===== src/rtl/interlock_unit.sv =====
module interlock_unit #(
  parameter int OPW = 6,
  parameter int RW  = 5
) (
  input  logic           clk,
  input  logic           rst_n,
  input  logic [OPW-1:0] rf_op,
  input  logic [RW-1:0]  rf_ra,
  input  logic [RW-1:0]  rf_rb,
  input  logic [RW-1:0]  rf_rc,
  input  logic [OPW-1:0] alu_op,
  input  logic [RW-1:0]  alu_rc,
  input  logic [OPW-1:0] wb_op,
  input  logic [RW-1:0]  wb_rc,
  output logic           stall,
  output logic           nop_sel
);

  localparam logic [RW-1:0]  ZERO_REG = {RW{1'b1}};
  localparam logic [OPW-1:0] OP_LD  = OPW'(6'h18);
  localparam logic [OPW-1:0] OP_ST  = OPW'(6'h19);
  localparam logic [OPW-1:0] OP_JMP = OPW'(6'h1B);
  localparam logic [OPW-1:0] OP_BEQ = OPW'(6'h1C);
  localparam logic [OPW-1:0] OP_BNE = OPW'(6'h1D);
  localparam logic [OPW-1:0] OP_LDR = OPW'(6'h1F);

  // {writes rc, reads ra, reads rb, reads rc}
  function automatic logic [3:0] decode(input logic [OPW-1:0] op);
    logic [3:0] d;
    case (op[OPW-1:OPW-2])
      2'b10: d = 4'b1110;
      2'b11: d = 4'b1100;
      default: begin
        if (op == OP_LD || op == OP_JMP || op == OP_BEQ || op == OP_BNE) d = 4'b1100;
        else if (op == OP_ST)  d = 4'b0101;
        else if (op == OP_LDR) d = 4'b1000;
        else                   d = 4'b0000;
      end
    endcase
    return d;
  endfunction

  logic [3:0] rf_d, alu_d, wb_d;
  assign rf_d  = decode(rf_op);
  assign alu_d = decode(alu_op);
  assign wb_d  = decode(wb_op);

  logic alu_wr, wb_wr;
  assign alu_wr = alu_d[3] && (alu_rc != ZERO_REG);
  assign wb_wr  = wb_d[3]  && (wb_rc  != ZERO_REG);

  logic hit_alu, hit_wb;
  assign hit_alu = alu_wr && ((rf_d[2] && rf_ra == alu_rc) ||
                              (rf_d[1] && rf_rb == alu_rc) ||
                              (rf_d[0] && rf_rc == alu_rc));
  assign hit_wb  = wb_wr  && ((rf_d[2] && rf_ra == wb_rc) ||
                              (rf_d[1] && rf_rb == wb_rc) ||
                              (rf_d[0] && rf_rc == wb_rc));

  assign stall   = hit_alu || hit_wb;
  assign nop_sel = stall;


  r31_quiet_chk: assert property (@(posedge clk) disable iff (!rst_n)
    (alu_rc == ZERO_REG && wb_rc == ZERO_REG) |-> !stall);


  const_rb_chk: assert property (@(posedge clk) disable iff (!rst_n)
    (rf_op[OPW-1:OPW-2] == 2'b11 && rf_ra != alu_rc && rf_ra != wb_rc) |-> !stall);


  no_writer_chk: assert property (@(posedge clk) disable iff (!rst_n)
    (!alu_d[3] && !wb_d[3]) |-> !nop_sel);


  alu_hit_chk: assert property (@(posedge clk) disable iff (!rst_n)
    (alu_d[3] && alu_rc != ZERO_REG && rf_d[2] && rf_ra == alu_rc) |-> stall);


  wb_hit_chk: assert property (@(posedge clk) disable iff (!rst_n)
    (wb_d[3] && wb_rc != ZERO_REG && rf_d[1] && rf_rb == wb_rc) |-> nop_sel);

endmodule


===== config.mk =====
export PLATFORM = sky130hd
export DESIGN_NAME = interlock_unit
export DESIGN_NICKNAME = d
export VERILOG_FILES = /design/src/rtl/interlock_unit.sv
export SDC_FILE = /design/constraint.sdc
export NUM_CORES = 1
export LEC_CHECK = 0
export BUFFER_PORTS_ARGS = -buffer_cell sky130_fd_sc_hd__buf_2
export CELL_PAD_IN_SITES_DETAIL_PLACEMENT = 1
export CELL_PAD_IN_SITES_GLOBAL_PLACEMENT = 1
export CORE_UTILIZATION = 26
export DETAILED_ROUTE_END_ITERATION = 10
export MAX_ROUTING_LAYER = met4
export PLACE_DENSITY_LB_ADDON = 0.1
export SYNTH_ARGS = -nofsm -noshare
export SYNTH_HDL_FRONTEND = slang
export SYNTH_SLANG_ARGS = --single-unit

===== constraint.sdc =====
create_clock -name vclk -period 1.2
set_input_delay 0 -clock vclk [all_inputs]
set_output_delay 0 -clock vclk [all_outputs]
set_load 0.1 [all_outputs]

==> results of run 1 <==
-- power breakdown --
group	total, mW	leakage [nW]	internal, mW	switching, mW
logic	0.318	0.416	0.165	0.154
registers	0	0	0	0
clock network	0	0	0	0
-- critical path, cell delays in order --
cell and delay (ns):
buf_8 0.10, xor2_2 0.16, nor4_2 0.30, nand4b_1 0.13, o211ai_1 0.14, a22o_4 0.19, buf_12 0.17
-- repair_timing --
action | 4_1_cts | 5_1_grt
setup buffers | 1 | 1
pin swaps | 9 | 6
setup endpoints to repair | 2 | 2
resized for setup | 13 | 10
endpoints found under the hold margin | 0 | 0
gates cloned | 0 | 0
hold buffers | 0 | 0
-- path summary, 6_finish.rpt --
path | from | endpoint | slack (ns) | cells after the start
setup / recovery | alu_rc[2] | nop_sel | 0.006 | 7
hold / removal | alu_rc[3] | stall | 0.62 | 4
-- layer usage --
metal	share of wire	up-vias
met3	0.038	0
met2	0.55	24
met5	0	-
met1	0.41	307
met4	0	0
li1	-	326
-- cells in the mapped netlist (all sizes together) --
master / count
a21oi: 2
nor4: 3
xor2: 19
inv: 1
o211ai: 2
mux2i: 1
nand4: 2
nor3: 3
a31oi: 4
a22o: 1
nand2: 2
buf: 1
nand4b: 2
and3: 2
xnor2: 11
nor2: 2
nand3: 1
nand2b: 1
o2111ai: 1
nor3b: 1
-- stage by stage --
stage                     utilization  hold slack [ns]  setup WS (ns)
after detailed placement        0.498            0.650        -0.0788
after floorplan                     -            0.401        0.00442
final                           0.560            0.620        0.00590
after global routing            0.560            0.652        -0.0897
after global placement          0.498            0.660        -0.0909
after CTS                       0.532            0.659        0.00497
-- final cells by class --
type | count | share of cell area
Multi-Input combinational cell | 60 | 0.569
Tap cell | 24 | 0.0336
Timing Repair Buffer | 52 | 0.394
Inverter | 1 | 0.00420
-- logic make-up after synthesis --
| family | Yosys count | synth area share |
|---|---|---|
| multiplexers | 1 | 0.0216 |
| AND/OR/NAND/NOR | 19 | 0.240 |
| XOR/XNOR | 30 | 0.566 |
| buffers and inverters | 2 | 0.0243 |
| AO/OA/AOI/OAI | 10 | 0.148 |
==> results.json, run 1 <==
{
  "synth_area_um2": 464,
  "setup-violations-final": 0,
  "use_met3": 0,
  "ff_latch_area_um2": 0,
  "initialDrtViolationCount": 2,
  "most-common-layout-cells": "buf_2 (36), xor2_1 (17), xnor2_1 (11)",
  "period_minus_slack_ns": 1.19,
  "vias_per_cell": 4.80,
  "p_leak_nw": 0.416,
  "power_density_nw_per_um2": 356,
  "diodes": 0,
  "cp.arrival_ns": 1.19,
  "p_total_uw": 318,
  "gp_congestion": 0.796,
  "final_cells": 137,
  "finalHoldViolCount": 0,
  "grt_util_met1": 0.232,
  "cp-end-kind": "output pin",
  "chipWidth_um": 44.3,
  "synth_area_leaders": "xor2_1 (36%), xnor2_1 (21%), a31oi_1 (5.4%)",
  "max_slew_margin": 0.826,
  "layout_commonest_cell": "buf_2",
  "nClkBuffers": 0,
  "first_pass_iters": 8,
  "grt_pass1_wl_um": 2910,
  "num_rows": 14,
  "stdcell_area_um2": 893,
  "tns_ns": 0,
  "drive_gt1_frac": 0.549,
  "cp.required_ns": 1.20,
  "violations": "DRC",
  "fill_cells": 213,
  "multi_input_area_um2": 508,
  "ant_nets": 0,
  "portBuffers": 45,
  "critPathKind": "in2out",
  "nNetsFinal": 160,
  "grt_util_met2": 0.415,
  "yosysUniqueCellTypes": 21,
  "critPathMaxFanout": 2,
  "ys_seq_area_frac": 0,
  "rsz0062_at_grt": "true",
  "status": "complete, but fails checks",
  "fp.dieArea_um2": 1960,
  "place_area_um2": 795,
  "ios": 47,
  "fp.dieH_um": 44.3,
  "num_vias": 657,
  "synth_fp_nets": 107,
  "maxSlewViolCount": 0,
  "yosys.area.top_type": "xor2_1",
  "tightest_slew_ns": 0.259,
  "design.seq.count": 0,
  "grt.total_usage": 0.204,
  "grt.overflow.total": 0,
  "initial_core_util": 0.291,
  "wire_per_inst_um": 13.8,
  "grt-busiest-layer": "met2",
  "clock.fmax_mhz": 837,
  "grt_pass1_vias": 683,
  "hpwl_um": 1580,
  "antenna_found_initial": 0,
  "ys_warn_count": 0,
  "area_growth_pct": 92.5,
  "synth_top_area_frac": 0.358,
  "synth.avg_cell_area_um2": 7.49,
  "synth_cells": 62,
  "start_kind": "primary input",
  "maxCapViolCount": 0,
  "place_inst": 136,
  "period_share": 0.995,
  "wl_um": 1890,
  "grt_max_degree": 5,
  "ir_drop_mv": 0.172,
  "remaining_drc_errors": 1,
  "core_um2": 1590,
  "hold_class": "in2out"
}
Note: power is estimated with default switching activity, not from simulation.
==> run 2: changes to the inputs <==
--- a/config.mk
+++ b/config.mk
@@ -8,7 +8,7 @@
 export BUFFER_PORTS_ARGS = -buffer_cell sky130_fd_sc_hd__buf_2
 export CELL_PAD_IN_SITES_DETAIL_PLACEMENT = 1
 export CELL_PAD_IN_SITES_GLOBAL_PLACEMENT = 1
-export CORE_UTILIZATION = 26
+export CORE_UTILIZATION = 21
 export DETAILED_ROUTE_END_ITERATION = 10
 export MAX_ROUTING_LAYER = met4
 export PLACE_DENSITY_LB_ADDON = 0.1
==> constraint.sdc (replaced) <==
create_clock -name vclk -period 1
set_input_delay 0 -clock vclk [all_inputs]
set_output_delay 0 -clock vclk [all_outputs]
set_load 0.1 [all_outputs]
==> results.json, run 2 (synthesis results as in run 1) <==
{
  "status": "complete, but fails checks",
  "violations": "setup timing",
  "initialDrtViolationCount": 4,
  "period_minus_slack_ns": 1.18,
  "wl_um": 1790,
  "maxCapViolCount": 0,
  "critPathMaxFanout": 3,
  "chipWidth_um": 49.0,
  "grt_pass1_wl_um": 3100,
  "critPathKind": "in2out",
  "fp.dieH_um": 49.0,
  "drive_gt1_frac": 0.555,
  "place_inst": 146,
  "wire_per_inst_um": 12.3,
  "hpwl_um": 1660,
  "grt.total_usage": 0.165,
  "antenna_found_initial": 0,
  "core_um2": 2020,
  "initial_core_util": 0.230,
  "final.setup.worst_slack_ns": -0.179,
  "grt.overflow.total": 0,
  "layout_commonest_cell": "buf_2",
  "cp.required_ns": 1.00,
  "max_slew_margin": 0.829,
  "fp.dieArea_um2": 2400,
  "diodes": 0,
  "rsz0062_at_grt": "true",
  "ff_latch_area_um2": 0,
  "remaining_drc_errors": 0,
  "first_pass_iters": 2,
  "fill_cells": 260,
  "most-common-layout-cells": "buf_2 (37), xor2_1 (18), buf_4 (13)",
  "grt_max_degree": 5,
  "grt_pass1_vias": 741,
  "setup-violations-final": 2,
  "nClkBuffers": 0,
  "clock.fmax_mhz": 849,
  "cp-end-kind": "output pin",
  "power_density_nw_per_um2": 420,
  "area_growth_pct": 101,
  "maxSlewViolCount": 0,
  "ant_nets": 0,
  "vias_per_cell": 4.53,
  "start_kind": "primary input",
  "portBuffers": 45,
  "gp_congestion": 0.732,
  "hp-start": "alu_op[5]",
  "cp.arrival_ns": 1.18,
  "finalHoldViolCount": 0,
  "nNetsFinal": 166,
  "period_share": 1.18,
  "ir_drop_mv": 0.163,
  "p_leak_nw": 0.449,
  "p_total_uw": 392,
  "num_vias": 661,
  "hold_path_depth": 5,
  "cts_setup_buffers": 0,
  "whs_endpoint": "nop_sel",
  "num_rows": 16,
  "tightest_slew_ns": 0.254,
  "ios": 47,
  "hold_class": "in2out",
  "design.seq.count": 0,
  "final_cells": 146,
  "pre_cts_ws_ns": -0.334
}
## run 2: worst max path at each step
stage | cells past startpoint | startpoint | end | slack, ns
6_report | 8 | wb_rc[4] | stall | -0.18
5_1_grt | 7 | rf_rb[2] | nop_sel | -0.28
4_1_cts | 7 | rf_rb[2] | stall | -0.22
3_5_place_dp | 7 | alu_rc[0] | stall | -0.33
3_3_place_gp | 8 | rf_rb[3] | nop_sel | -0.30
2_1_floorplan | 6 | alu_rc[2] | stall | -0.17
## run 2: worst max-delay path, stage by stage
cell and delay (ns):
buf_2 0.11, buf_4 0.14, xor2_1 0.14, nor3_1 0.21, o211ai_1 0.14, nand3_2 0.09
a22o_4 0.17, buf_12 0.17
## run 2: report_power, final
part / total (mW) / internal [mW] / switching, mW
clock: 0 / 0 / 0
combinational: 0.392 / 0.210 / 0.182
sequential: 0 / 0 / 0
## run 2: timing repair
item | in CTS | in global routing
gates resized for setup | 9 | 3
endpoints found under the setup margin | 2 | 2
hold buffers | 0 | 0
pin swaps | 2 | 4
## run 2: cell type report
cell class | instances | area [um^2] | share of cell area
Tap cell | 27 | 33.8 | 0.0362
Timing Repair Buffer | 58 | 390 | 0.418
Inverter | 1 | 3.75 | 0.00402
Multi-Input combinational cell | 60 | 505 | 0.542
## run 2: layer usage
| layer | part of all wire | vias to the layer above | track usage |
|---|---|---|---|
| met5 | 0 | - | - |
| met4 | 0 | 0 | 0.0245 |
| met3 | 0.042 | 0 | 0.0156 |
| met2 | 0.52 | 21 | 0.313 |
| met1 | 0.44 | 302 | 0.189 |
| li1 | - | 338 | - |
## run 2: per-stage QoR
stage / instance area, um^2 / setup TNS [ns] / hold WS (ns) / util
5_1_grt: 933 / -0.555 / 0.658 / 0.462
2_1_floorplan: 502 / -0.168 / 0.403 / -
3_3_place_gp: 868 / -0.608 / 0.644 / 0.429
4_1_cts: 916 / -0.441 / 0.637 / 0.453
6_report: 933 / -0.357 / 0.631 / 0.462
3_5_place_dp: 868 / -0.668 / 0.636 / 0.429
